File: src/rtl/bus_xfer_pkg.sv
package bus_xfer_pkg;

    typedef enum logic [2:0] {
        SRC_NONE  = 3'd0,
        SRC_ADDR  = 3'd1,
        SRC_PC    = 3'd2,
        SRC_DATA  = 3'd3,
        SRC_ACC   = 3'd4,
        SRC_INSTR = 3'd5,
        SRC_TEMP  = 3'd6,
        SRC_MEM   = 3'd7
    } bus_src_e;

endpackage

File: src/rtl/bus_select.sv
module bus_select
    import bus_xfer_pkg::*;
#(
    parameter int DATA_W = 16,
    parameter int ADDR_W = 12
) (
    input  logic [2:0]        sel,
    input  logic [ADDR_W-1:0] addr_in,
    input  logic [ADDR_W-1:0] pc_in,
    input  logic [DATA_W-1:0] data_in,
    input  logic [DATA_W-1:0] acc_in,
    input  logic [DATA_W-1:0] instr_in,
    input  logic [DATA_W-1:0] temp_in,
    input  logic [DATA_W-1:0] mem_in,
    output logic [DATA_W-1:0] bus_out
);
    localparam int EXT_W = DATA_W - ADDR_W;

    logic [DATA_W-1:0] addr_ext;
    logic [DATA_W-1:0] pc_ext;

    // narrow sources pad their upper bits with zeros
    generate
        if (EXT_W > 0) begin : g_ext
            assign addr_ext = {{EXT_W{1'b0}}, addr_in};
            assign pc_ext   = {{EXT_W{1'b0}}, pc_in};
        end else begin : g_noext
            assign addr_ext = addr_in[DATA_W-1:0];
            assign pc_ext   = pc_in[DATA_W-1:0];
        end
    endgenerate

    always_comb begin
        unique case (bus_src_e'(sel))
            SRC_NONE:  bus_out = '0;
            SRC_ADDR:  bus_out = addr_ext;
            SRC_PC:    bus_out = pc_ext;
            SRC_DATA:  bus_out = data_in;
            SRC_ACC:   bus_out = acc_in;
            SRC_INSTR: bus_out = instr_in;
            SRC_TEMP:  bus_out = temp_in;
            SRC_MEM:   bus_out = mem_in;
        endcase
    end
endmodule

File: src/rtl/xfer_reg.sv
module xfer_reg #(
    parameter int W = 16
) (
    input  logic         clk,
    input  logic         rst_n,
    input  logic         clr,
    input  logic         ld,
    input  logic         inc,
    input  logic [W-1:0] d,
    output logic [W-1:0] q
);
    // priority: clear, then load, then increment
    always_ff @(posedge clk or negedge rst_n) begin
        if (!rst_n)   q <= '0;
        else if (clr) q <= '0;
        else if (ld)  q <= d;
        else if (inc) q <= q + W'(1);
    end
endmodule

File: src/rtl/bus_xfer_path.sv
module bus_xfer_path
    import bus_xfer_pkg::*;
#(
    parameter int DATA_W = 16,
    parameter int ADDR_W = 12,
    parameter int CHAR_W = 8
) (
    input  logic              clk,
    input  logic              rst_n,
    input  logic [2:0]        bus_sel,
    input  logic [DATA_W-1:0] mem_rdata,
    input  logic              mem_wr,
    input  logic [DATA_W-1:0] alu_result,
    input  logic [CHAR_W-1:0] in_char,
    input  logic              addr_ld,
    input  logic              addr_inc,
    input  logic              addr_clr,
    input  logic              pc_ld,
    input  logic              pc_inc,
    input  logic              pc_clr,
    input  logic              data_ld,
    input  logic              data_inc,
    input  logic              data_clr,
    input  logic              acc_ld,
    input  logic              acc_inc,
    input  logic              acc_clr,
    input  logic              temp_ld,
    input  logic              temp_inc,
    input  logic              temp_clr,
    input  logic              instr_ld,
    input  logic              outc_ld,
    output logic [DATA_W-1:0] bus_val,
    output logic [ADDR_W-1:0] addr_q,
    output logic [ADDR_W-1:0] pc_q,
    output logic [DATA_W-1:0] data_q,
    output logic [DATA_W-1:0] acc_q,
    output logic [DATA_W-1:0] instr_q,
    output logic [DATA_W-1:0] temp_q,
    output logic [CHAR_W-1:0] outc_q,
    output logic [CHAR_W-1:0] alu_char,
    output logic [ADDR_W-1:0] mem_addr,
    output logic [DATA_W-1:0] mem_wdata,
    output logic              mem_we
);
    logic [DATA_W-1:0] bus_w;

    bus_select #(.DATA_W(DATA_W), .ADDR_W(ADDR_W)) u_sel (
        .sel(bus_sel), .addr_in(addr_q), .pc_in(pc_q), .data_in(data_q),
        .acc_in(acc_q), .instr_in(instr_q), .temp_in(temp_q),
        .mem_in(mem_rdata), .bus_out(bus_w)
    );

    xfer_reg #(.W(ADDR_W)) u_addr (
        .clk(clk), .rst_n(rst_n), .clr(addr_clr), .ld(addr_ld), .inc(addr_inc),
        .d(bus_w[ADDR_W-1:0]), .q(addr_q)
    );
    xfer_reg #(.W(ADDR_W)) u_pc (
        .clk(clk), .rst_n(rst_n), .clr(pc_clr), .ld(pc_ld), .inc(pc_inc),
        .d(bus_w[ADDR_W-1:0]), .q(pc_q)
    );
    xfer_reg #(.W(DATA_W)) u_data (
        .clk(clk), .rst_n(rst_n), .clr(data_clr), .ld(data_ld), .inc(data_inc),
        .d(bus_w), .q(data_q)
    );
    // accumulator loads from the arithmetic result port, not the bus
    xfer_reg #(.W(DATA_W)) u_acc (
        .clk(clk), .rst_n(rst_n), .clr(acc_clr), .ld(acc_ld), .inc(acc_inc),
        .d(alu_result), .q(acc_q)
    );
    xfer_reg #(.W(DATA_W)) u_temp (
        .clk(clk), .rst_n(rst_n), .clr(temp_clr), .ld(temp_ld), .inc(temp_inc),
        .d(bus_w), .q(temp_q)
    );
    xfer_reg #(.W(DATA_W)) u_instr (
        .clk(clk), .rst_n(rst_n), .clr(1'b0), .ld(instr_ld), .inc(1'b0),
        .d(bus_w), .q(instr_q)
    );
    xfer_reg #(.W(CHAR_W)) u_outc (
        .clk(clk), .rst_n(rst_n), .clr(1'b0), .ld(outc_ld), .inc(1'b0),
        .d(bus_w[CHAR_W-1:0]), .q(outc_q)
    );

    assign bus_val   = bus_w;
    assign alu_char  = in_char;
    assign mem_addr  = addr_q;
    assign mem_wdata = bus_w;
    assign mem_we    = mem_wr;
endmodule

File: config.mk
export PLATFORM = sky130hd
export DESIGN_NAME = bus_xfer_path
export DESIGN_NICKNAME = d
export VERILOG_FILES = /design/src/rtl/bus_xfer_pkg.sv /design/src/rtl/bus_select.sv /design/src/rtl/xfer_reg.sv /design/src/rtl/bus_xfer_path.sv
export SDC_FILE = /design/constraint.sdc
export NUM_CORES = 1
export LEC_CHECK = 0
export ABC_AREA = 1
export BUFFER_PORTS_ARGS = -buffer_cell sky130_fd_sc_hd__buf_4
export CAP_MARGIN = 20
export CORE_MARGIN = 5
export CORE_UTILIZATION = 30
export CTS_CLUSTER_DIAMETER = 40
export DETAILED_ROUTE_END_ITERATION = 12
export PLACE_DENSITY_LB_ADDON = 0.15
export REMOVE_ABC_BUFFERS = 1
export SLEW_MARGIN = 20
export SYNTH_ARGS = -nofsm -noshare
export SYNTH_HDL_FRONTEND = slang
export SYNTH_SLANG_ARGS = --single-unit
File: constraint.sdc
create_clock -name clk -period 2.58 [get_ports clk]
set_input_delay 0.516 -clock clk [delete_from_list [all_inputs] [get_ports clk]]
set_output_delay 0.516 -clock clk [all_outputs]
set_load 0.01 [all_outputs]
* Word level (Yosys, flattened, before mapping) *
Cells that the tools add are included.

storage, ports and cells
  output and inout port bits = 149
  logic and storage cells = 41
  register bits = 96

operators by class
  mux-type cells = 16
  reduce and logical (&&, ||, !) cells = 6
  equal/unequal tests = 7
  add/sub/neg operators = 5

operators by type and width
  operator                                             number
  two-way mux 16 bit                                   9
  case mux 16 bit (8 select lines)                     1
  two-way mux 12 bit                                   6
  adder 16 x 1 -> 16 bit, second input constant        3
  adder 12 x 1 -> 12 bit, second input constant        2
  nonzero test 3 bit                                   5
  equality test 3 bit, second input constant           4
  equality test 3 x 2 -> 1 bit, second input constant  2
  equality test 3 x 1 -> 1 bit, second input constant  1
  zero test 3 bit                                      1

* Longest topological paths before layout *
Gate-level depths: netlist of run 1.

  word-level depth = 4
  gate-level depth with buffers = 11

* Modules after synthesis *
From an unflattened synthesis of run 1, not the netlist that was laid out.

unflattened totals
  cell total of the unflattened synthesis = 1340
  area, all modules = 8572.0 µm²

by module, submodules not included
  module                 times used  area an instance (µm²)  cells each  seq. area each (µm²)
  xfer_reg (u_acc ...)   4           1197.4                  179         400.4
  xfer_reg (u_addr ...)  2           873.3                   128         300.3
  bus_select             1           1191.1                  246         0.0
  xfer_reg (u_outc)      1           563.0                   84          200.2
  bus_xfer_path          1           281.5                   38          0.0

* Least setup slack after synthesis of run 1 *
No wires, ideal clock.

  kind = in2out
  from = in bus_sel[0]
  to = out mem_wdata[3]
  arrival time = 1.522 ns
  setup slack = 0.542 ns
  cell stages on the path = 8
  cell sequence = buf_6 inv_4 nand3_2 buf_4 o21ai_1 nor2_2 nand2_1 buf_4

on the way
  word-level cells in the longest chain between the ends = 2
  elaborated cells on any way between the ends = 9

ends and longest elaborated chain
  what                                         RTL line             source
  from (decl)                                  bus_xfer_path.sv:10  input logic [2:0] bus_sel,
  equality test 3 bit (tied with other cells)  bus_select.sv:34     unique case (bus_src_e'(sel))
  case mux 16 bit (8 select lines) (*)         bus_select.sv:34
  to (decl)                                    bus_xfer_path.sv:42  output logic [DATA_W-1:0] mem_wdata,

Every way passes the cells marked *; elsewhere a longest branch is shown, timed or not.

* Final worst setup path of run 1 *
  from = in bus_sel[1]
  to = out bus_val[0]

on the way
  word-level cells in the longest chain between the ends = 2
  elaborated cells on any way between the ends = 9

ends and longest elaborated chain
  what                                         RTL line             source
  equality test 3 bit (tied with other cells)  bus_select.sv:34
  case mux 16 bit (8 select lines) (*)         bus_select.sv:34
  to (decl)                                    bus_xfer_path.sv:32  output logic [DATA_W-1:0] bus_val,

Marked as above.

==> summary.txt, run 1 <==
Critical path
  • Capturing element type of the critical path: output pin
  • Worst path arrival time: about 1.9 ns
  • Maximum fanout along the worst path: 15
  • Required time worst endpoint: 2.06 ns
  • Reg2Reg Launch Point: u_acc.q[0]
  • R2r endpoint: u_acc.q[10]
  • Crit path launch: bus_sel[1]
  • Worst Setup Path Type: in2out
  • Sort of element at the start of the critical path: input pin
  • Reg-to-reg slack, setup: roughly 0.74 ns
  • Register-to-Register Path Depth: 8

Final layout
  • Nets: 1,395
  • Commonest non-fill, non-tap cells in the layout: 342 x sky130_fd_sc_hd__nand2_1, 226 x sky130_fd_sc_hd__buf_4, 151 x sky130_fd_sc_hd__nor2_1
  • Commonest non-fill, non-tap cell in the layout: sky130_fd_sc_hd__nand2_1
  • Fraction of layout cells with a size suffix above 1: 21.2%
  • Post-Layout Cell Count: between 1,500 and 2,000
  • Syn-to-layout area delta: 26.2%
  • Final design instance area without fill: 9420 um^2
  • Diodes inserted: 0

Routing
  • Drt initial violations: 698
  • Via density: about 5
  • Average wire per cell in the routed design: around 18 um
  • Drt drc: 0
  • Drt first pass iters: 5
  • Final antenna-violating net count: 0
  • Total via count in the routed design: 8,311
  • Routed wire length: 30.3 mm

Synth
  • Seq cells post-synth: between 90 and 100
  • Synthesized instance count: approximately 1,200
  • Number of flops mapped to enable cells by yosys: 0
  • Synthesized area per cell: roughly 6.4 um^2
  • Post-synth top flop: sky130_fd_sc_hd__dfrtp_1
  • Count of different cell masters after synthesis: 37
  • Count of yosys warnings during synthesis: 0
  • Sequential-to-total area share from yosys stat: 32.2%
  • Async SR Flop Fraction: 100%
  • Combined area of all synthesized cells: 7470 um^2

Die
  • Initial Utilization: between 30 and 40%
  • Floorplan row count: 57
  • Die X: 168 um
  • Overall die height: 168 um
  • Die area: 28,100 um^2
  • Placeable Area: 24,400 um^2
  • Boundary pin count: 212

Timing
  • Worst Hold Margin: roughly 0.11 ns
  • Smallest setup slack after layout: between 0.15 and 0.2 ns
  • Final setup violation count: 0
  • Fin crit share: 92.3%
  • Summed negative setup slack over all endpoints: 0 ns
  • Tmin final: between 2 and 2.5 ns
  • Worst slew pin tran: a little over 0.7 ns
  • Worst-case clock skew: 0.00856 ns
  • Tightest slew margin relative to the limit: 52.9%
  • F_max: 0.420 GHz
  • Final hold violation count: 0
  • Unrepaired setup endpoints after global routing: false
  • Slew Viols, Final: 0

Clocking
  • Clock Tree Root: sky130_fd_sc_hd__clkbuf_16
  • Number of sinks on the clock net: 96
  • Maximum buffer depth of the clock tree: 2
  • Post-cts resize count: 0
  • Number of setup buffers added after CTS: 0
  • Num CTS Buffers: 9
  • Hold-fix buffer count after cts: 0
  • Clock latency on the worst-skew pair: 0.36 ns
  • Clock slew at the register clock pins of the worst setup and hold paths: 0.07 ns
  • Number of levels in the clock H-tree: 3
  • Clock tree from TritonCTS: done

GRT
  • Total global routing track utilization: 21.2%
  • Number of antenna violations at the first check in global routing: 0
  • Largest net degree at the start of global routing: 47
  • Residual overflow from global routing: 0
  • Wire length of the first global-routing pass: 47.1 mm
  • Via count of the first global-routing pass: 7,984

Power and ir drop
  • Max VDD drop: 0.000296 V
  • Pleak: approximately 4.8 nW
  • Total power per unit cell area: between 400 and 500 nW/um^2

Job
  • MaxCap Viol Count: 0

Placement
  • Half-perimeter wire length after placement: approximately 24 mm
  • Cell area after placement: 9090 um^2
  • Global placer's final weighted congestion: ~0.9
  • Post-placement cell count: 1,640
  • Count of buffers from port buffering: 193
  • Worst slack, placed: approximately 0.22 ns

Outcome
  • Outcome: finished clean

Min path
  • HP Class: in2async
==> metal layers <==
| layer | track usage [%] | vias to the layer above | wire length [um] |
|---|---|---|---|
| li1 | - | 4089 | - |
| met1 | 30.4 | 3894 | 14200 |
| met2 | 32.9 | 301 | 13500 |
| met3 | 4.17 | 27 | 2070 |
| met4 | 4.80 | 0 | 556 |
| met5 | 0 | - | 0 |
==> critical path: stages <==
cell and delay (ns):
sky130_fd_sc_hd__buf_4 0.22, sky130_fd_sc_hd__inv_2 0.17, sky130_fd_sc_hd__nand3_1 0.22, sky130_fd_sc_hd__o21ai_0 0.13, sky130_fd_sc_hd__nor2_2 0.24, sky130_fd_sc_hd__nand2_1 0.17
sky130_fd_sc_hd__buf_4 0.18
==> registers in the layout (all words and copies together) (netlist names) <==
signal     flops
u_data.q      16
u_pc.q        12
u_acc.q       16
u_outc.q       8
u_addr.q      12
u_instr.q     16
u_temp.q      16
==> cell usage after synthesis, drive strengths merged (3+ instances only) <==
cell type | n | share of area [%]
nand3b | 5 | 0.50
o21bai | 3 | 0.35
nand3 | 151 | 11
o21ai | 63 | 4.2
nor3 | 13 | 1.9
a31oi | 19 | 1.6
inv | 123 | 6.2
clkbuf | 14 | 0.70
dfrtp | 96 | 32
nand2 | 346 | 18
ha | 5 | 0.84
nand4 | 55 | 4.6
a21oi | 22 | 1.5
buf | 63 | 5.9
xor2 | 10 | 1.2
nor2 | 169 | 9.2
==> how the worst max path moves through the flow <==
stage / slack (ns) / to
finish: 0.20 / bus_val[0]
global route: 0.06 / mem_wdata[0]
CTS: 0.22 / bus_val[0]
detailed placement: 0.22 / bus_val[0]
global placement: 0.25 / mem_wdata[8]
floorplan: 0.79 / bus_val[0]
==> kinds of logic after synthesis <==
family	share of synthesized area [%]
AOI/OAI and AO/OA	8.21
xor gates and xnor gates	1.41
adders and majority gates	0.838
buffers and inverters	12.9
DFF	32.2
and+or+nand+nor	44.5
==> through the flow <==
stage / utilization, % / power [mW]
finish: 38.6 / 4.67
global route: 38.6 / 4.92
CTS: 38.6 / 4.72
detailed placement: 37.3 / 3.17
global placement: 37.3 / 3.17
floorplan: - / 2.37
==> final cells by class <==
cell class	instances	area, um^2
clock inverter	7	103
inverter	124	470
tap	324	405
multi-input combinational	869	4100
clock buffer	9	225
fill	2639	15000
sequential	96	2400
timing repair buffer	227	1720
==> power by group <==
part / internal, mW / leakage (nW) / switching (mW)
Combinational: 0.533 / 3.39 / 0.749
Clock: 0.864 / 0.157 / 0.678
Sequential: 1.63 / 1.25 / 0.217
Total: 3.03 / 4.79 / 1.64
(Power assumes the default switching activity.)
==> run 2, diff against run 1 <==
--- a/config.mk
+++ b/config.mk
@@ -6,12 +6,12 @@
 export NUM_CORES = 1
 export LEC_CHECK = 0
 export ABC_AREA = 1
-export BUFFER_PORTS_ARGS = -buffer_cell sky130_fd_sc_hd__buf_4
 export CAP_MARGIN = 20
 export CORE_MARGIN = 5
 export CORE_UTILIZATION = 30
 export CTS_CLUSTER_DIAMETER = 40
 export DETAILED_ROUTE_END_ITERATION = 12
+export DONT_BUFFER_PORTS = 1
 export PLACE_DENSITY_LB_ADDON = 0.15
 export REMOVE_ABC_BUFFERS = 1
 export SLEW_MARGIN = 20
==> run 2 against run 1 <==
Effect of this change: the run now ends with negative hold slack left; cell count is 13% lower; sequential share of layout area increased by 5.2 points; global-route usage is 0.38 points lower; design area shrank 17%; routed wire length is 1.4% lower; first-iteration DRC count increased by 0.57%; register-to-register slack got worse by 0.07 ns; sequential power grew 5%; utilization down 6.5 points; fmax grew 3.7%; critical path type is now reg2out; critical endpoint is now mem_wdata[3]; highest routed layer unchanged.
==> summary.txt, run 2 (synthesis gave the netlist of run 1 again) <==
Final layout
  • Nets: about 1,200
  • Fraction of the core area covered by cells at the end of the flow: 32.1%
  • Commonest non-fill, non-tap cells in the layout: 342 x sky130_fd_sc_hd__nand2_1, 151 x sky130_fd_sc_hd__nor2_1, 146 x sky130_fd_sc_hd__nand3_1
  • Final design instance area without fill: 7830 um^2
  • Post-Layout Cell Count: 1,440
  • Syn-to-layout area delta: 4.81%
  • Commonest non-fill, non-tap cell in the layout: sky130_fd_sc_hd__nand2_1
  • Fraction of layout cells with a size suffix above 1: 5.83%
  • Count of filler cells inserted in the layout: about 2,700

Power and ir drop
  • Power after layout: 4.39 mW
  • Pleak: 3.72 nW
  • Switching power share of the total: approximately 33%
  • Clock share of power: 39.3%
  • Combinational power share: 16.3%
  • Max VDD drop: 0.000257 V
  • Int Pwr: around 2.9 mW
  • Switching power total: about 1.5 mW
  • Total power per unit cell area: 561 nW/um^2
  • Register share of total power: 44.4%

Critical path
  • Maximum fanout along the worst path: 7
  • Crit-path cells: inv_1, nor2_1, nor3_4, nand2_1
  • Reg2Reg Launch Point: u_acc.q[0]
  • Sort of element at the start of the critical path: register
  • Worst Setup Path Type: reg2out
  • Required time worst endpoint: ~2.1 ns
  • Capturing element type of the critical path: output pin
  • Delay contributed by the slowest stage of the critical path: 0.49 ns
  • Worst path slowest cell: sky130_fd_sc_hd__dfrtp_1
  • Crit path launch: u_data.q[3]
  • Cell family contributing the most delay on the critical path: simple AND/OR/NAND/NOR gates
  • Worst Path Buf+Inv: 1
  • Worst path arrival time: 1.78 ns

Clocking
  • Number of levels in the clock H-tree: 3
  • Clock slew at the register clock pins of the worst setup and hold paths: 0.07 ns
  • Clock tree from TritonCTS: done
  • Clock latency on the worst-skew pair: 0.36 ns
  • Maximum buffer depth of the clock tree: 2
  • Post-cts resize count: 0
  • Number of sinks on the clock net: 96
  • Num CTS Buffers: 9
  • Clock Tree Root: sky130_fd_sc_hd__clkbuf_16

Timing
  • Tmin final: 2.30 ns
  • Smallest setup slack after layout: 0.284 ns
  • Worst Hold Margin: -0.156 ns
  • F_max: between 0.4 and 0.5 GHz
  • Fin crit share: 89.0%
  • Worst-case clock skew: 0.00752 ns
  • Summed negative setup slack over all endpoints: 0 ns
  • Slew Viols, Final: 0
  • Unrepaired setup endpoints after global routing: false
  • Final setup violation count: 0
  • Worst slew pin tran: 0.710 ns
  • Final hold violation count: 96
  • Tightest slew margin relative to the limit: 52.6%

GRT
  • Number of antenna violations at the first check in global routing: 0
  • Via count of the first global-routing pass: 7,052
  • Wire length of the first global-routing pass: 45.2 mm
  • Total global routing track utilization: between 20% and 30%
  • Residual overflow from global routing: 0
  • Largest net degree at the start of global routing: 97

Placement
  • Half-perimeter wire length after placement: 22.7 mm
  • Post-placement cell count: 1,423
  • Cell area after placement: 7450 um^2
  • Count of buffers from port buffering: 0
  • Worst slack, placed: 0.451 ns
  • Global placer's final weighted congestion: 0.922

Min path
  • HP Class: in2async

Job
  • MaxCap Viol Count: 0

Die
  • Initial Utilization: 30.6%
  • Overall die height: roughly 170 um
  • Floorplan row count: 57
  • Die area: 28,100 um^2
  • Boundary pin count: 212
  • Placeable Area: approximately 24,000 um^2
  • Die X: 168 um

Routing
  • Total via count in the routed design: around 7,500
  • Drt first pass iters: 5
  • Via density: 5.21
  • Average wire per cell in the routed design: 20.7 um
  • Drt drc: 0
  • Routed wire length: approximately 30 mm
  • Final antenna-violating net count: 0
  • Drt initial violations: 702

Outcome
  • Outcome: complete, but fails checks
  • Violated checks: negative hold slack
## run 2: changes by cell type in the layout (fill, tap and decap cells not counted)
cell	change
sky130_fd_sc_hd__bufinv_16	+2
sky130_fd_sc_hd__clkbuf_8	+1
sky130_fd_sc_hd__diode_2	+1
sky130_fd_sc_hd__buf_12	-1
sky130_fd_sc_hd__clkinv_4	-1
sky130_fd_sc_hd__inv_6	-3
sky130_fd_sc_hd__buf_4	-216
sky130_fd_sc_hd__clkbuf_1	+1
## run 2: layout make-up
| class | instances | area, um^2 | area share (%) |
|---|---|---|---|
| clock inverters | 5 | 128 | 1.63 |
| clock buffers | 11 | 243 | 3.10 |
| diodes | 1 | 2.50 | 0.0320 |
| well taps | 324 | 405 | 5.18 |
| multi-input cells | 869 | 4100 | 52.4 |
| repair buffers | 10 | 75.1 | 0.959 |
| inverters | 124 | 470 | 6.01 |
| flip-flops and latches | 96 | 2400 | 30.7 |
## run 2: final timing paths
check                                      to  depth (start not counted)  slack, ns
worst max-delay path             mem_wdata[3]                          4       0.28
worst min-delay path              u_acc.q[15]                          0      -0.16
worst max register to register    u_acc.q[10]                          8       0.67
worst min register to register    u_outc.q[2]                          2       0.60
max in group asynchronous         u_addr.q[5]                          0       2.55
min in group clk                u_instr.q[10]                          1       0.24
## run 2: what timing repair did
item | 4_1_cts | 5_1_grt
endpoints found under the setup margin | 0 | 0
endpoints found under the hold margin | 96 | 96
setup buffers | 0 | 0
## run 2: power groups by stage
stage          Clock [mW]  Sequential (mW)  Combinational [mW]
6_report             1.72             1.95               0.716
5_1_grt              1.80             1.98               0.809
4_1_cts              1.77             1.95               0.715
3_5_place_dp            0             1.98               0.713
3_3_place_gp            0             1.98               0.713
2_1_floorplan           0             1.87               0.499
## run 2: metal layers
metal / vias to the layer above / track usage [%] / part of all wire (%)
met5: - / 0 / 0
met4: 0 / 5.75 / 2.2
met3: 29 / 6.46 / 9.5
met2: 322 / 31.6 / 44
met1: 3507 / 28.6 / 45
li1: 3647 / - / -
## run 2: worst register-to-register path, stage by stage (launching register included)
cell	delay (ns)
sky130_fd_sc_hd__dfrtp_1	0.58
sky130_fd_sc_hd__ha_1	0.26
sky130_fd_sc_hd__nand3_1	0.17
sky130_fd_sc_hd__nor2_1	0.34
sky130_fd_sc_hd__nand2_1	0.12
sky130_fd_sc_hd__xor2_1	0.15
sky130_fd_sc_hd__nand2_1	0.06
sky130_fd_sc_hd__nand2_1	0.08
sky130_fd_sc_hd__nand2_1	0.05
==> run 3, diff against run 2 <==
--- a/config.mk
+++ b/config.mk
@@ -5,7 +5,6 @@
 export SDC_FILE = /design/constraint.sdc
 export NUM_CORES = 1
 export LEC_CHECK = 0
-export ABC_AREA = 1
 export CAP_MARGIN = 20
 export CORE_MARGIN = 5
 export CORE_UTILIZATION = 30
==> run 3 against run 2 <==
Effect of this change: the run still ends with negative hold slack left; clock-buffer cell count is the same; synthesized cell count shrank 43%; cell count shrank 37%; largest power group unchanged.
==> summary.txt, run 3 <==
Outcome
  • Outcome: complete, but fails checks
  • Violated checks: negative hold slack

Timing
  • Summed negative setup slack over all endpoints: 0 ns
  • Fin crit share: 96.1%
  • Final setup violation count: 0
  • Unrepaired setup endpoints after global routing: false
  • F_max: 0.403 GHz
  • Slew Viols, Final: 0
  • Tmin final: 2.48 ns
  • Tightest slew margin relative to the limit: 36.5%
  • Final hold violation count: 96
  • Worst slew pin tran: 0.951 ns
  • Worst-case clock skew: 0.0100 ns
  • Worst Hold Margin: -0.137 ns

Clocking
  • Num CTS Buffers: 9
  • Number of setup buffers added after CTS: 0
  • Clock latency on the worst-skew pair: roughly 0.35 ns
  • Clock Tree Root: sky130_fd_sc_hd__clkbuf_16
  • Number of levels in the clock H-tree: 3
  • Maximum buffer depth of the clock tree: 2
  • Post-cts resize count: 0
  • Number of sinks on the clock net: 96
  • Clock tree from TritonCTS: done
  • Clock slew at the register clock pins of the worst setup and hold paths: 0.07 ns

Die
  • Die X: 154 um
  • Initial Utilization: 30.6%
  • Placeable Area: just over 20,000 um^2
  • Die area: 23,800 um^2
  • Boundary pin count: 212
  • Overall die height: 154 um
  • Floorplan row count: 52

Critical path
  • Reg2Reg Launch Point: u_data.q[1]
  • Reg-to-reg slack, setup: 0.46 ns
  • Worst Setup Path Type: reg2out
  • Crit path launch: u_pc.q[5]
  • Required time worst endpoint: approximately 2 ns
  • R2r endpoint: u_data.q[14]
  • Capturing element type of the critical path: output pin
  • Maximum fanout along the worst path: 8
  • Sort of element at the start of the critical path: register
  • Register-to-Register Path Depth: 5
  • Worst path arrival time: 1.96 ns

Synth
  • Synthesized area per cell: between 9 and 10 um^2
  • Count of yosys warnings during synthesis: 0
  • Post-synth top area cell: sky130_fd_sc_hd__dfrtp_1
  • Sequential-to-total area share from yosys stat: around 39%
  • Cell with the most instances after synthesis: sky130_fd_sc_hd__dfrtp_1
  • Synthesized instance count: 666
  • Async SR Flop Fraction: 100%
  • Most area-consuming cells after synthesis: sky130_fd_sc_hd__dfrtp_1 39%, sky130_fd_sc_hd__xnor2_1 5.1%, sky130_fd_sc_hd__a211oi_1 4.9%
  • Yosys top cell area share: slightly below 40%
  • Post-synth top flop: sky130_fd_sc_hd__dfrtp_1
  • Count of different cell masters after synthesis: 58
  • Number of flops mapped to enable cells by yosys: 0
  • Combined area of all synthesized cells: between 6000 and 7000 um^2
  • Top cells by count, synth: 96 x sky130_fd_sc_hd__dfrtp_1, 43 x sky130_fd_sc_hd__nand2_1, 41 x sky130_fd_sc_hd__a211oi_1, 41 x sky130_fd_sc_hd__buf_4, 40 x sky130_fd_sc_hd__a21oi_1
  • Seq cells post-synth: 96

Routing
  • Drt first pass iters: 5
  • Routed wire length: roughly 23 mm
  • Via density: 5.81
  • Total via count in the routed design: 5,237
  • Final antenna-violating net count: 0
  • Average wire per cell in the routed design: 25.4 um
  • Drt initial violations: roughly 390
  • Drt drc: 0

Placement
  • Cell area after placement: around 6300 um^2
  • Half-perimeter wire length after placement: between 15 and 20 mm
  • Count of buffers from port buffering: 0
  • Global placer's final weighted congestion: 0.850

GRT
  • Via count of the first global-routing pass: 5,249
  • Largest net degree at the start of global routing: 97
  • Wire length of the first global-routing pass: 34.5 mm
  • Total global routing track utilization: a little under a fifth
  • Residual overflow from global routing: 0
  • Number of antenna violations at the first check in global routing: 3

Power and ir drop
  • Switching power total: 1.26 mW
  • Int Pwr: around 2.7 mW
  • Combinational power share: 15.2%
  • Switching power share of the total: 32.0%
  • Total power per unit cell area: 598 nW/um^2
  • Pleak: 2.64 nW
  • Register share of total power: approximately half
  • Max VDD drop: 0.000292 V
  • Clock share of power: between 30% and 40%

Final layout
  • Fraction of the core area covered by cells at the end of the flow: 32.4%
  • Count of filler cells inserted in the layout: 2,118
  • Fraction of layout cells with a size suffix above 1: 13.7%
  • Commonest non-fill, non-tap cells in the layout: 96 x sky130_fd_sc_hd__dfrtp_1, 43 x sky130_fd_sc_hd__nand2_1, 41 x sky130_fd_sc_hd__a211oi_1
  • Syn-to-layout area delta: 5.70%
  • Nets: 693
  • Final design instance area without fill: 6590 um^2
  • Commonest non-fill, non-tap cell in the layout: sky130_fd_sc_hd__dfrtp_1

Job
  • MaxCap Viol Count: 0

Min path
  • HP Class: in2async
==> run 3: cell count changes after synthesis, sizes merged, moves of 22 or more <==
cell    delta
xnor2     +34
nand2    -303
a211oi    +41
nand4     -32
o21ai     -52
mux2      +22
nor2     -135
inv       -91
nand3    -134
==> run 3: critical path, stage by stage, from the launching register on <==
cell	delay (ns)
sky130_fd_sc_hd__dfrtp_1	0.55
sky130_fd_sc_hd__mux4_2	0.53
sky130_fd_sc_hd__mux2i_1	0.30
sky130_fd_sc_hd__inv_1	0.24
==> run 3: routing by layer <==
layer | GRT usage [%] | vias to the layer above | wire [um]
li1 | - | 2368 | -
met1 | 24.8 | 2633 | 9630
met2 | 29.4 | 210 | 10700
met3 | 7.59 | 22 | 2230
met4 | 4.12 | 4 | 316
met5 | 0 | - | 27
==> run 3: cell type report <==
cell class / count / area (um^2) / area share [%]
inverters: 34 / 128 / 1.94
multi-input cells: 462 / 3250 / 49.3
repair buffers: 22 / 165 / 2.51
flip-flops and latches: 96 / 2400 / 36.5
clock buffers: 11 / 243 / 3.68
clock inverters: 5 / 63.8 / 0.968
diodes: 1 / 2.50 / 0.0380
well taps: 270 / 338 / 5.13
==> run 3: cells by family (layout without fill, tap and decap cells) <==
logic type                 after synthesis  in the layout  share of synthesized area (%)
buffers and inverters                  108             72                           9.37
xor gates and xnor gates                43             43                           6.04
other                                    0              1                              0
DFF                                     96             96                           38.5
muxes                                   43             43                           8.35
AOI/OAI and AO/OA                      180            180                           20.9
and+or+nand+nor                        191            191                           15.8
adders and majority gates                5              5                           1.00
==> run 3: how the worst max path moves through the flow <==
stage / end / slack, ns / cells after the start
floorplan: bus_val[1] / 0.47 / 4
global placement: bus_val[2] / 0.20 / 4
detailed placement: mem_wdata[3] / 0.16 / 4
CTS: mem_wdata[5] / 0.09 / 3
global route: mem_wdata[5] / 0.03 / 3
finish: mem_wdata[5] / 0.10 / 3
==> run 3: power groups by stage <==
stage / logic (mW) / clock network (mW) / registers (mW)
2_1_floorplan: 0.402 / 0 / 1.86
3_3_place_gp: 0.590 / 0 / 1.94
3_5_place_dp: 0.598 / 0 / 1.94
4_1_cts: 0.602 / 1.46 / 1.92
5_1_grt: 0.652 / 1.53 / 1.93
6_report: 0.598 / 1.43 / 1.91
==> run 3: through the flow <==
| stage | hold slack (ns) | setup slack, ns | total power, mW | cells |
|---|---|---|---|---|
| global placement | 0.225 | 0.197 | 2.53 | 884 |
| global route | -0.159 | 0.0324 | 4.11 | 901 |
| floorplan | 0.220 | 0.466 | 2.26 | 592 |
| detailed placement | 0.225 | 0.162 | 2.54 | 884 |
| finish | -0.137 | 0.102 | 3.94 | 901 |
| CTS | -0.161 | 0.0860 | 3.97 | 900 |
